--- src/rtl/uart_fifo_dma_ctl.sv ---
module uart_fifo_dma_ctl #(
  parameter int DEPTH = 64,
  parameter int DW    = 8,
  localparam int AW   = $clog2(DEPTH),
  localparam int CW   = $clog2(DEPTH + 1)
) (
  input  logic          clk,
  input  logic          rst_n,
  input  logic          fcr_we,
  input  logic [7:0]    fcr_wdata,
  input  logic          rx_int_en,
  input  logic          tx_int_en,
  input  logic          host_wr,
  input  logic [DW-1:0] host_wdata,
  input  logic          host_rd,
  output logic [DW-1:0] host_rdata,
  input  logic          rx_push,
  input  logic [DW-1:0] rx_pdata,
  input  logic          tx_pop,
  output logic [DW-1:0] tx_pdata,
  input  logic          char_timeout,
  output logic [CW-1:0] rx_count,
  output logic [CW-1:0] tx_count,
  output logic          rxrdy_n,
  output logic          txrdy_n,
  output logic          rx_int,
  output logic          tx_int
);

  localparam logic [CW-1:0] FULL_C = CW'(DEPTH);
  localparam logic [CW-1:0] ONE_C  = CW'(1);

  logic       fifo_en, dma_sel;
  logic [1:0] rx_sel, tx_sel;

  always_ff @(posedge clk or negedge rst_n)
    if (!rst_n) begin
      fifo_en <= 1'b0;
      dma_sel <= 1'b0;
      rx_sel  <= 2'b00;
      tx_sel  <= 2'b00;
    end else if (fcr_we) begin
      fifo_en <= fcr_wdata[0];
      dma_sel <= fcr_wdata[3];
      tx_sel  <= fcr_wdata[5:4];
      rx_sel  <= fcr_wdata[7:6];
    end

  logic flip, clr_rx, clr_tx, burst;
  logic [CW-1:0] cap;

  assign flip   = fcr_we && (fcr_wdata[0] != fifo_en);
  assign clr_rx = fcr_we && (flip || (fcr_wdata[0] && fcr_wdata[1]));
  assign clr_tx = fcr_we && (flip || (fcr_wdata[0] && fcr_wdata[2]));
  assign burst  = fifo_en && dma_sel;
  assign cap    = fifo_en ? FULL_C : ONE_C;

  logic [CW-1:0] rx_lvl, tx_thr;

  always_comb begin
    case (rx_sel)
      2'b00:   rx_lvl = CW'(DEPTH / 8);
      2'b01:   rx_lvl = CW'(DEPTH / 4);
      2'b10:   rx_lvl = CW'(DEPTH - 8);
      default: rx_lvl = CW'(DEPTH - 4);
    endcase
    if (!fifo_en) rx_lvl = ONE_C;
    case (tx_sel)
      2'b00:   tx_thr = CW'(DEPTH / 8);
      2'b01:   tx_thr = CW'(DEPTH / 4);
      2'b10:   tx_thr = CW'(DEPTH / 2);
      default: tx_thr = CW'(DEPTH - 8);
    endcase
  end

  logic [DW-1:0] rx_mem [DEPTH];
  logic [AW-1:0] rx_wp, rx_rp;
  logic [CW-1:0] rx_cnt, rx_cnt_nx;
  logic          rx_put, rx_get;

  assign rx_put    = rx_push && (rx_cnt != cap) && !clr_rx;
  assign rx_get    = host_rd && (rx_cnt != '0) && !clr_rx;
  assign rx_cnt_nx = clr_rx ? '0 : rx_cnt + CW'(rx_put) - CW'(rx_get);

  always_ff @(posedge clk or negedge rst_n)
    if (!rst_n) begin
      rx_wp  <= '0;
      rx_rp  <= '0;
      rx_cnt <= '0;
    end else begin
      rx_cnt <= rx_cnt_nx;
      if (clr_rx) begin
        rx_wp <= '0;
        rx_rp <= '0;
      end else begin
        if (rx_put) rx_wp <= rx_wp + AW'(1);
        if (rx_get) rx_rp <= rx_rp + AW'(1);
      end
    end

  always_ff @(posedge clk)
    if (rx_put) rx_mem[rx_wp] <= rx_pdata;

  logic [DW-1:0] tx_mem [DEPTH];
  logic [AW-1:0] tx_wp, tx_rp;
  logic [CW-1:0] tx_cnt, tx_cnt_nx;
  logic          tx_put, tx_get;

  assign tx_put    = host_wr && (tx_cnt != cap) && !clr_tx;
  assign tx_get    = tx_pop && (tx_cnt != '0) && !clr_tx;
  assign tx_cnt_nx = clr_tx ? '0 : tx_cnt + CW'(tx_put) - CW'(tx_get);

  always_ff @(posedge clk or negedge rst_n)
    if (!rst_n) begin
      tx_wp  <= '0;
      tx_rp  <= '0;
      tx_cnt <= '0;
    end else begin
      tx_cnt <= tx_cnt_nx;
      if (clr_tx) begin
        tx_wp <= '0;
        tx_rp <= '0;
      end else begin
        if (tx_put) tx_wp <= tx_wp + AW'(1);
        if (tx_get) tx_rp <= tx_rp + AW'(1);
      end
    end

  always_ff @(posedge clk)
    if (tx_put) tx_mem[tx_wp] <= host_wdata;

  logic rx_req, tx_req;

  always_ff @(posedge clk or negedge rst_n)
    if (!rst_n) begin
      rx_req <= 1'b0;
      tx_req <= 1'b1;
    end else begin
      rx_req <= (rx_cnt_nx == '0) ? 1'b0 : (rx_req || rx_cnt_nx >= rx_lvl || char_timeout);
      tx_req <= (tx_cnt_nx == FULL_C) ? 1'b0 : (tx_req || (FULL_C - tx_cnt_nx) > tx_thr);
    end

  assign host_rdata = rx_mem[rx_rp];
  assign tx_pdata   = tx_mem[tx_rp];
  assign rx_count   = rx_cnt;
  assign tx_count   = tx_cnt;
  assign rxrdy_n    = burst ? !rx_req : (rx_cnt == '0);
  assign txrdy_n    = burst ? !tx_req : (tx_cnt != '0);
  assign rx_int     = rx_int_en && (rx_cnt >= rx_lvl);
  assign tx_int     = tx_int_en && (fifo_en ? ((cap - tx_cnt) > tx_thr) : (tx_cnt == '0));

  p_cap_r2: assert property (@(posedge clk) disable iff (!rst_n)
    (rx_count <= cap) && (tx_count <= cap));

  p_rx_first_r3: assert property (@(posedge clk) disable iff (!rst_n)
    (!burst && !fcr_we && rx_push && !host_rd) |=> !rxrdy_n);

  p_tx_first_r4: assert property (@(posedge clk) disable iff (!rst_n)
    (!burst && !fcr_we && host_wr && !tx_pop) |=> txrdy_n);

  p_rx_hold_r5: assert property (@(posedge clk) disable iff (!rst_n)
    (burst && !fcr_we && !rxrdy_n) |=> (!rxrdy_n || rx_count == '0));

  p_tx_hold_r6: assert property (@(posedge clk) disable iff (!rst_n)
    (burst && !fcr_we && !txrdy_n) |=> (!txrdy_n || tx_count == FULL_C));

  p_tx_clear_r10: assert property (@(posedge clk) disable iff (!rst_n)
    (fcr_we && fifo_en && fcr_wdata[0] && fcr_wdata[2] && !fcr_wdata[1] && !rx_push && !host_rd)
      |=> (tx_count == '0) && $stable(rx_count));

  p_rx_clear_r11: assert property (@(posedge clk) disable iff (!rst_n)
    (fcr_we && fifo_en && fcr_wdata[0] && fcr_wdata[1] && !fcr_wdata[2] && !host_wr && !tx_pop)
      |=> (rx_count == '0) && $stable(tx_count));

  p_no_shrink_r13: assert property (@(posedge clk) disable iff (!rst_n)
    (!fcr_we && !host_rd) |=> rx_count >= $past(rx_count));

  p_flip_r14: assert property (@(posedge clk) disable iff (!rst_n)
    (fcr_we && fcr_wdata[0] != fifo_en) |=> (rx_count == '0) && (tx_count == '0));

endmodule

--- config.mk ---
export PLATFORM = sky130hd
export DESIGN_NAME = uart_fifo_dma_ctl
export DESIGN_NICKNAME = d
export VERILOG_FILES = /design/src/rtl/uart_fifo_dma_ctl.sv
export SDC_FILE = /design/constraint.sdc
export NUM_CORES = 1
export LEC_CHECK = 0
export BUFFER_PORTS_ARGS = -buffer_cell sky130_fd_sc_hd__buf_2
export CAP_MARGIN = 20
export CORE_MARGIN = 10
export CORE_UTILIZATION = 40
export CTS_CLUSTER_DIAMETER = 40
export DETAILED_ROUTE_END_ITERATION = 10
export PLACE_DENSITY = 0.65
export SETUP_SLACK_MARGIN = 0.5
export SLEW_MARGIN = 20
export SYNTH_ARGS = -nofsm -noshare
export SYNTH_HDL_FRONTEND = slang
export SYNTH_SLANG_ARGS = --single-unit
export TNS_END_PERCENT = 30
--- constraint.sdc ---
create_clock -name clk -period 3.7 [get_ports clk]
set_clock_uncertainty 0.15 [all_clocks]
set_input_delay 0.37 -clock clk [delete_from_list [all_inputs] [get_ports clk]]
set_output_delay 0.37 -clock clk [all_outputs]
set_load 0.02 [all_outputs]
* Word-level counts from Yosys, hierarchy flattened
Memory sizes are Yosys's and may differ from the RTL's.
Index checks and enable logic that the tools add are counted.
** Cells by class
- Order comparisons :: 4
- Reduce and logical (&&, ||, !) cells :: 36
- $add $sub $neg :: 10
- Mux-type cells :: 23
- Equal/unequal tests :: 8
** Operators by type and width (count)
- $mux 6 :: 8
- $pmux 6 s3 :: 2
- $mux 7 :: 4
- $add 6x1->6 const B :: 4
- $logic_not 7->1 :: 3
- $logic_and 1x1->1 :: 16
- $add 7x1->7 :: 2
- $ge 7x7->1 :: 2
- $gt 7x7->1 :: 2
- $ne 7x7->1 :: 2
- $reduce_bool 7->1 :: 2
- $sub 7x1->7 :: 2
- $mux 1 :: 9
- $reduce_bool 2->1 :: 4
- $eq 7x7->1 const B :: 1
- $sub 7x7->7 :: 1
- $sub 7x7->7 const A :: 1
- $logic_or 1x1->1 :: 5
- $eq 2x1->1 const B :: 2
- $eq 2x2->1 const B :: 2
- $logic_not 1->1 :: 4
- $logic_not 2->1 :: 2
- $ne 1x1->1 :: 1
** Word-level totals
- Output and inout port bits :: 34
- Memories :: 2
- RAM bits :: 1024
- Word-level logic and storage cells :: 95
- Bits in registers :: 46
- Bits of input ports :: 34
** Memory list
- rx_mem :: depth 64, width 8, rd ports 1, clocked after Yosys merged registers in 0, write ports 1, line 76 : logic [DW-1:0] rx_mem [DEPTH];
- tx_mem :: depth 64, width 8, rd ports 1, clocked after Yosys merged registers in 0, write ports 1, line 104 : logic [DW-1:0] tx_mem [DEPTH];

* Depth between registers and ports, before layout
Gate-level depths: netlist (run 1).
- Depth in word-level cells :: 13
- Depth in mapped cells :: 23
- Mapped depth without buffers :: 22

* Worst setup path before layout (run 1)
OpenSTA, ideal clock, no wires.
- Path type :: reg2reg
- From :: register tx_cnt[3], in the netlist tx_count[3]
- To :: register tx_req
- Stages on the path, launching flop included :: 24
- Path buffers :: 1
- Library setup time :: 89 ps
- Arrival :: 3902 ps
- Path slack :: -441 ps
- Required time :: 3461 ps
- Clock period less this slack :: 4141 ps
- Path through :: dfrtp_1 inv_1 ha_1 nand3b_1 nor3_1 nor2b_1 clkbuf_1 and2_1 ha_1 inv_1 ha_1 inv_1 fa_1 o21bai_1 a21oi_1 xnor2_1 nor2_1 xor2_1 ha_1 a21o_1 a21oi_1 a41oi_1 nor3_1 mux2i_1
** On the way
- Cells in the longest elaborated chain, start to end :: 10
- Elaborated cells between the ends (all ways) :: 14
- Classes of those cells :: 3 x add/sub; 1 x order compare; 2 x eq/ne; 2 x mux; 6 x reduce/logical
** Ends and longest elaborated chain
- start: declaration :: line 106 : logic [CW-1:0] tx_cnt, tx_cnt_nx;
- start signal: assignment :: line 119 : tx_cnt <= tx_cnt_nx;
- $ne 7x7->1 :: line 109 : assign tx_put = host_wr && (tx_cnt != cap) && !clr_tx;
- $logic_and 1x1->1 (2 in series) :: line 109
- $add 7x1->7 :: line 111 : assign tx_cnt_nx = clr_tx ? '0 : tx_cnt + CW'(tx_put) - CW'(tx_get);
- $sub 7x1->7 (*) :: line 111
- $mux 7 (*) :: line 111
- net tx_cnt_nx[4] :: line 106
- $sub 7x7->7 :: line 140 : tx_req <= (tx_cnt_nx == FULL_C) ? 1'b0 : (tx_req || (FULL_C - tx_cnt_nx) > tx_thr);
- $gt 7x7->1 :: line 140
- $logic_or 1x1->1 :: line 140
- $mux 1 (*) :: line 140
- end signal: assignment :: line 140
- end: declaration :: line 132 : logic rx_req, tx_req;
Mark *: on every way through the listed nets, which the timed path passes. The rest lies on a longest branch.
A chain may end at the register's enable or synchronous reset.

* Worst setup path after layout (run 1)
- From :: register fifo_en
- To :: register tx_req
** On the way
- Cells in the longest elaborated chain, start to end :: 13
- Elaborated cells between the ends (all ways) :: 18
- Classes of those cells :: 3 x add/sub; 1 x order compare; 3 x eq/ne; 3 x mux; 8 x reduce/logical
** Ends and longest elaborated chain
- start: declaration :: line 33 : logic fifo_en, dma_sel;
- start signal: assignment :: line 43 : fifo_en <= fcr_wdata[0];
- branches (longest 8 deep; another with $add 7x1->7)
- $mux 7 (*) :: line 111
- net tx_cnt_nx[4] :: line 106
- $sub 7x7->7 :: line 140
- $gt 7x7->1 :: line 140
- $logic_or 1x1->1 :: line 140
- $mux 1 (*) :: line 140
Mark *: on every way through the listed nets, which the timed path passes.

==> impl_results.md, run 1 <==
* Status: complete, but fails checks
* Failing checks: setup timing
* Finished Layout Cells at 4,332
* Clock Sinks at 1,070
* Yosys reg bits at 1,070
* Maximum vdd drop at 0.471 mV
* Post-synth top flop: edfxtp_1
* CP max FO at 3
* Synth Area per Inst at 18.0 sq um
* Worst Max-Slew Pin Slew at 1.06 ns
* HPWL Detailed at 66.9 mm
* First-pass GRT wire length at 162 mm
* Die width at 349 microns
* Die Y at 349 microns
* Routed len/inst at 25.0 microns
* CP max stage delay at 0.39 ns
* Placed cell count at 3,987
* Vias per cell at 5.58
* Clock-pin slew on the worst setup and hold paths at 0.05 ns
* Tmin final at 4.07 ns
* Buffer and inverter count on the worst path at 3
* PD cells at 717 nW/um^2
* NumNets Final at 2,903
* CTS H-tree depth at 4
* Final setup viols at 4
* Largest net degree at the start of global routing at 66
* Via count at 24.2k
* Part of the cycle the worst path needs at 1.10
* # port buffers at 67
* # IOs at 68
* Max frequency at 246 MHz
* Post-layout util at 0.501
* Number of flops mapped to enable cells by yosys at 1,024
* Critical Path Start Type: flop
* Clock tree buffer depth at 3
* Hold Violations, Final at 0
* Initial antenna violation count at 2
* N_diodes at 0
* Synth area leader: edfxtp_1
* CP Cell Sequence: buf_6, ha_4, nand2b_4, o31a_1, nand2_2, ha_4, inv_2, ha_4, inv_2, fa_2, o21bai_1, a21oi_2, xnor2_1, nor2_2, xor2_1, ha_1, a21o_1, a21oi_2, a41oi_1, nor3_1, mux2i_1
* Worst min path class: in2reg
* CTS tree: yes
* WL final at 108 mm
* Most frequent cells in the layout: edfxtp_1, buf_4, mux2i_1, mux4_2, nor2_1
* Initial Util at 0.403
* Sequential-to-total area share from yosys stat at 0.737
* Arrival @ worst endpoint at 4.55 ns
* Top cell type's share of synthesized area at 0.710
* Unrepaired setup endpoints after global routing: true
* Mapped Cells at 2,406
* CP Capture Type: flop
* Post-route setup slack at -0.370 ns
* Die Area at 122,000 sq um
* DR DRC count at 0
* Crit-path leading delay family: adder cells
* Max_cap viols at 0
* Grt ovf at 0
* Count of different cell masters after synthesis at 60
* Synthesized cell area at 43,300 sq um
* Syn_nets at 2,486
* Gp weighted congestion at 0.885
* Crit Path Category: reg2reg
* Site Rows at 120
* Worst slew margin at 0.294
* P&R area growth vs syn at 24.3%
* PnR Total Power at 38.6 mW
* Ratio of cells with drive above 1 in the final layout at 0.348
* Cts bufs inserted at 130
* Lkg Pwr at 17.7 nW
* Initial DRC Count at 2,517
* Latest clock arrival within the worst-skew pair at 0.72 ns
* CP most frequent cell: ha_4
* Gr usage total at 0.176
* Core ar. at 107,000 sq um
* Post-synth ARST share at 0.0430
* ANT nets after route at 0
* Commonest non-fill, non-tap cell in the layout: edfxtp_1
* Worst-path cell with the longest stage delay: dfrtp_1
* Critical Path RT at 4.18 ns
* Final slew viol count at 0
* Pre-antenna DRT Iters at 5
* Clk root buf: clkbuf_16
* Syn. warnings at 0
* Vias in the first global route at 25.0k
* Top area cells in the synthesized netlist: edfxtp_1, mux4_2, mux2i_1
==> cells in the mapped netlist, drive strengths merged, types with 17 or more instances <==
| library cell | count |
|---|---|
| o22ai | 17 |
| ha | 44 |
| o21ai | 31 |
| dfrtp | 45 |
| clkbuf | 53 |
| nand3 | 43 |
| nand2 | 107 |
| a21oi | 59 |
| a221oi | 18 |
| edfxtp | 1024 |
| inv | 27 |
| mux2i | 200 |
| nor2 | 179 |
| a22oi | 64 |
| xor2 | 19 |
| nor4 | 17 |
| nor2b | 52 |
| buf | 86 |
| mux4 | 160 |
==> stage by stage <==
stage | worst slack, ns | hold WS, ns | setup TNS, ns | cell area (sq um)
floorplan | -0.275 | -0.0756 | -0.494 | 43400
detailed placement | -0.586 | 0.378 | -0.874 | 46700
CTS | -0.258 | 0.0421 | -0.369 | 53200
finish | -0.370 | 0.0723 | -0.605 | 53800
global route | -0.571 | 0.0698 | -1.22 | 53800
global placement | -0.542 | 0.369 | -0.729 | 46700
==> state kept, by name, indices dropped and copies added (netlist names) <==
| register | cells |
|---|---|
| tx_count | 7 |
| tx_req | 1 |
| dma_sel | 1 |
| tx_wp | 6 |
| tx_sel | 2 |
| rx_rp | 6 |
| fifo_en | 1 |
| rx_count | 7 |
| rx_wp | 6 |
| rx_req | 1 |
| rx_mem | 512 |
| tx_rp | 6 |
| rx_sel | 2 |
| tx_mem | 512 |
==> layout make-up <==
class	instances	area, sq um
multi-input cells	1170	11800
well taps	1403	1760
repair buffers	424	3990
flip-flops and latches	1070	31900
clock buffers	147	3370
inverters	27	106
clock inverters	91	836
fillers	8512	53500
==> worst register-to-register path, delay by kind of cell (launching register included) <==
kind            cells  cell delay (ns)
fa+ha+maj           5             1.29
compound gates      6             0.97
simple gates        4             0.53
flops               1             0.39
xor+xnor            2             0.32
buf+inv             3             0.25
mux                 1             0.09
==> worst paths after layout <==
path | slack [ns] | start | end | cells past startpoint
worst max-delay path | -0.37 | fifo_en$_DFFE_PN0P_ | tx_req$_DFF_PN1_ | 21
worst min-delay path | 0.07 | fcr_we | rx_sel[1]$_DFFE_PN0P_ | 3
worst max register to register | -0.37 | fifo_en$_DFFE_PN0P_ | tx_req$_DFF_PN1_ | 21
worst min register to register | 0.37 | dma_sel$_DFFE_PN0P_ | dma_sel$_DFFE_PN0P_ | 1
max in group asynchronous | 2.55 | rst_n | tx_req$_DFF_PN1_ | 3
min in group asynchronous | 0.09 | rst_n | tx_rp[1]$_DFFE_PN0P_ | 2
==> kinds of logic after synthesis <==
group,share of synthesized area
AND/OR/NAND/NOR,0.0474
adder cells (fa/ha/maj),0.0136
multiplexers,0.130
AO/OA/AOI/OAI,0.0453
buffers and inverters,0.0200
flip-flops,0.737
XOR/XNOR,0.00667
==> timing repair <==
item | 4_1_cts | 5_1_grt
endpoints found under the setup margin | 219 | 374
pin swaps | 79 | 64
hold endpoints to repair | 44 | 0
gates resized for setup | 296 | 98
hold buffers | 15 | 0
setup buffers | 56 | 23
gates cloned | 13 | 0
==> report_power, final <==
group          switching (mW)  internal [mW]
clock network            5.07           7.16
registers               0.319           13.6
logic                    6.32           6.17
==> per-layer routing <==
layer / part of all wire / wire length, microns / vias up / track usage
met4: 0.029 / 3120 / 0 / 0.0617
met3: 0.069 / 7430 / 211 / 0.0329
li1: - / - / 10495 / -
met1: 0.40 / 43500 / 12437 / 0.227
met5: 0 / 0 / - / 0
met2: 0.50 / 54200 / 1035 / 0.296
(Power assumes the default switching activity.)
==> run 2, diff against run 1 <==
--- a/config.mk
+++ b/config.mk
@@ -7,11 +7,13 @@
 export LEC_CHECK = 0
 export BUFFER_PORTS_ARGS = -buffer_cell sky130_fd_sc_hd__buf_2
 export CAP_MARGIN = 20
+export CELL_PAD_IN_SITES_DETAIL_PLACEMENT = 2
+export CELL_PAD_IN_SITES_GLOBAL_PLACEMENT = 2
 export CORE_MARGIN = 10
 export CORE_UTILIZATION = 40
 export CTS_CLUSTER_DIAMETER = 40
 export DETAILED_ROUTE_END_ITERATION = 10
-export PLACE_DENSITY = 0.65
+export PLACE_DENSITY = 0.78
 export SETUP_SLACK_MARGIN = 0.5
 export SLEW_MARGIN = 20
 export SYNTH_ARGS = -nofsm -noshare
==> constraint.sdc (replaced) <==
create_clock -name clk -period 3.7 [get_ports clk]
set_clock_uncertainty 0.15 [all_clocks]
set_input_delay 0.74 -clock clk [delete_from_list [all_inputs] [get_ports clk]]
set_output_delay 0.74 -clock clk [all_outputs]
set_load 0.02 [all_outputs]
==> impl_results.md, run 2 (synthesis gave the netlist of run 1 again) <==
* Largest regs: rx_mem (512), tx_mem (512)
* Cts bufs inserted at 149 (+15%)
* Critical Path Start Type: flop
* CTS H-tree depth at 4 (unchanged)
* CP Capture Type: primary output
* Final slew viol count at 19 (+19)
* WL final at 174 mm (+61%)
* CP max stage delay at 0.43 ns (+0.04 ns)
* ANT nets after route at 0 (unchanged)
* Met3 wire length at 10.2 mm (+37%)
* N_diodes at 0 (unchanged)
* Post-route setup slack at -0.714 ns (-0.344 ns)
* HPWL Detailed at 87.7 mm (+31%)
* CTS tree: yes
* Highest Signal Layer: met4
* PnR Total Power at 44.1 mW (+14%)
* Initial DRC Count at 2,830 (+12%)
* Grt ovf at 0 (unchanged)
* Final setup viols at 20 (+16)
* Via count at 27.5k (+14%)
* PD cells at 783 nW/um^2 (+9.1%)
* Initial Util at 0.403 (unchanged)
* WHS at 0.0443 ns (-0.0281 ns)
* Fillers at 9,134 (+7.3%)
* Site Rows at 120 (unchanged)
* Met1 WL at 62.2 mm (+43%)
* Hold Violations, Final at 0 (unchanged)
* Worst-path cell with the longest stage delay: dfrtp_2
* Routed len/inst at 39.3 microns (+57%)
* Ratio of cells with drive above 1 in the final layout at 0.415 (+0.0677)
* Vias per cell at 6.19 (+11%)
* Clock Sinks at 1,070 (unchanged)
* Core ar. at 107,000 sq um (unchanged)
* Part of the cycle the worst path needs at 1.19 (+0.0930)
* First-pass GRT wire length at 224 mm (+39%)
* Clock tree buffer depth at 3 (unchanged)
* Worst slew margin at -0.0147 (-0.308)
* Initial antenna violation count at 3 (+1)
* Vias in the first global route at 29.3k (+17%)
* Lkg Pwr at 18.7 nW (+5.8%)
* Max frequency at 227 MHz (-7.8%)
* Worst Max-Slew Pin Slew at 1.52 ns (+0.463 ns)
* Pre-antenna DRT Iters at 6 (+1)
* CP Cell Sequence: inv_4, ha_4, buf_6, nor3b_4, xnor2_2, ha_1, nor2b_4, o21a_1, o21ai_2, o21a_1, o2111ai_2, o211a_1, buf_6
* Clock-pin slew on the worst setup and hold paths at 0.06 ns (about the same)
* NumNets Final at 2,994 (+3.1%)
* DR DRC count at 0 (unchanged)
* Die Area at 122,000 sq um (unchanged)
* P&R area growth vs syn at 30.1%
* Largest net degree at the start of global routing at 65 (-1.5%)
* Die width at 349 microns (unchanged)
* Arrival @ worst endpoint at 3.52 ns (-1.03 ns)
* CTS Hold Bufs at 0 (-15)
* Most frequent cells in the layout: edfxtp_1, buf_4, mux2i_1, clkbuf_16, mux4_2
* # IOs at 68 (unchanged)
* Tmin final at 4.41 ns (+0.344 ns)
* Max_cap viols at 1 (+1)
* # port buffers at 67 (unchanged)
* Die Y at 349 microns (unchanged)
* Gr usage total at 0.252 (+0.0767)
* Latest clock arrival within the worst-skew pair at 0.78 ns (+0.06 ns)
* Critical Path RT at 2.81 ns (-1.37 ns)
* Met2 WL at 92.1 mm (+70%)
* Maximum vdd drop at 0.524 mV (+11%)
* Failing checks: capacitance limit, slew limit, setup timing
* Post-layout util at 0.525 (+0.0233)
* Gp weighted congestion at 0.841 (-4.9%)
* Worst min path class: in2async
* Status: complete, but fails checks
* CP max FO at 2 (-1)
* Unrepaired setup endpoints after global routing: true
* Clk root buf: clkbuf_16
* Commonest non-fill, non-tap cell in the layout: edfxtp_1
* Crit Path Category: reg2out
run 2: changes by cell type in the layout (fill, tap and decap cells not counted), sizes merged:
cell / delta
buf: +80
bufbuf: -2
bufinv: +6
clkbuf: +36
clkinv: -5
clkinvlp: +2
dlygate4sd3: -15
inv: +6
run 2: power by group:
| group | switching, mW | internal, mW | leakage [nW] |
|---|---|---|---|
| clock | 6.37 | 8.67 | 2.39 |
| combinational | 8.35 | 6.82 | 6.58 |
| sequential | 0.336 | 13.5 | 9.78 |
run 2: repair_timing:
action / CTS / global route
gates cloned: 6 / 9
buffers inserted: 57 / 56
pin swaps: 71 / 117
setup endpoints to repair: 60 / 507
resized for setup: 299 / 303
endpoints found under the hold margin: 0 / 0
run 2: routing by layer:
| metal | up-vias | track usage |
|---|---|---|
| met5 | - | 0 |
| met1 | 14759 | 0.290 |
| met3 | 517 | 0.0419 |
| li1 | 10644 | - |
| met4 | 0 | 0.116 |
| met2 | 1562 | 0.456 |
run 2: stage by stage:
| stage | worst slack (ns) | TNS [ns] | area, sq um | std cells |
|---|---|---|---|---|
| after floorplan | -0.272 | -0.542 | 43400 | 2406 |
| after global placement | -0.469 | -0.775 | 47100 | 4038 |
| after detailed placement | -0.757 | -1.74 | 47100 | 4038 |
| after CTS | -0.414 | -6.85 | 54100 | 4375 |
| after global routing | -0.784 | -9.59 | 56300 | 4440 |
| final | -0.714 | -8.67 | 56300 | 4440 |
run 2: final cells by class:
cell class / count / area (sq um) / share of cell area
Timing Repair Buffer: 496 / 4550 / 0.0807
Clock inverter: 100 / 1070 / 0.0190
Tap cell: 1403 / 1760 / 0.0312
Sequential cell: 1070 / 31900 / 0.567
Clock buffer: 174 / 3930 / 0.0697
Multi-Input combinational cell: 1170 / 13000 / 0.230
Inverter: 27 / 114 / 0.00202
run 2: critical path: cells and delay by family, from the launching register on:
kind,cells,cell delay [ns]
compound gates,5,1.01
fa+ha+maj,2,0.48
flops,1,0.43
xor+xnor,1,0.12
buf+inv,3,0.30
simple gates,2,0.42
run 2: worst paths after layout:
path                                  startpoint                    end  slack, ns  depth (start not counted)
setup reg to reg           rx_count[5]$_DFF_PN0_       rx_req$_DFF_PN0_      -0.64                         21
hold / removal                             rst_n  tx_count[1]$_DFF_PN0_       0.04                          1
max in group asynchronous                  rst_n   rx_rp[1]$_DFFE_PN0P_       2.52                          1
min in group clk                    fcr_wdata[3]    dma_sel$_DFFE_PN0P_       0.06                          2
setup / recovery           tx_count[2]$_DFF_PN0_                 tx_int      -0.71                         13
hold reg to reg              dma_sel$_DFFE_PN0P_    dma_sel$_DFFE_PN0P_       0.39                          1
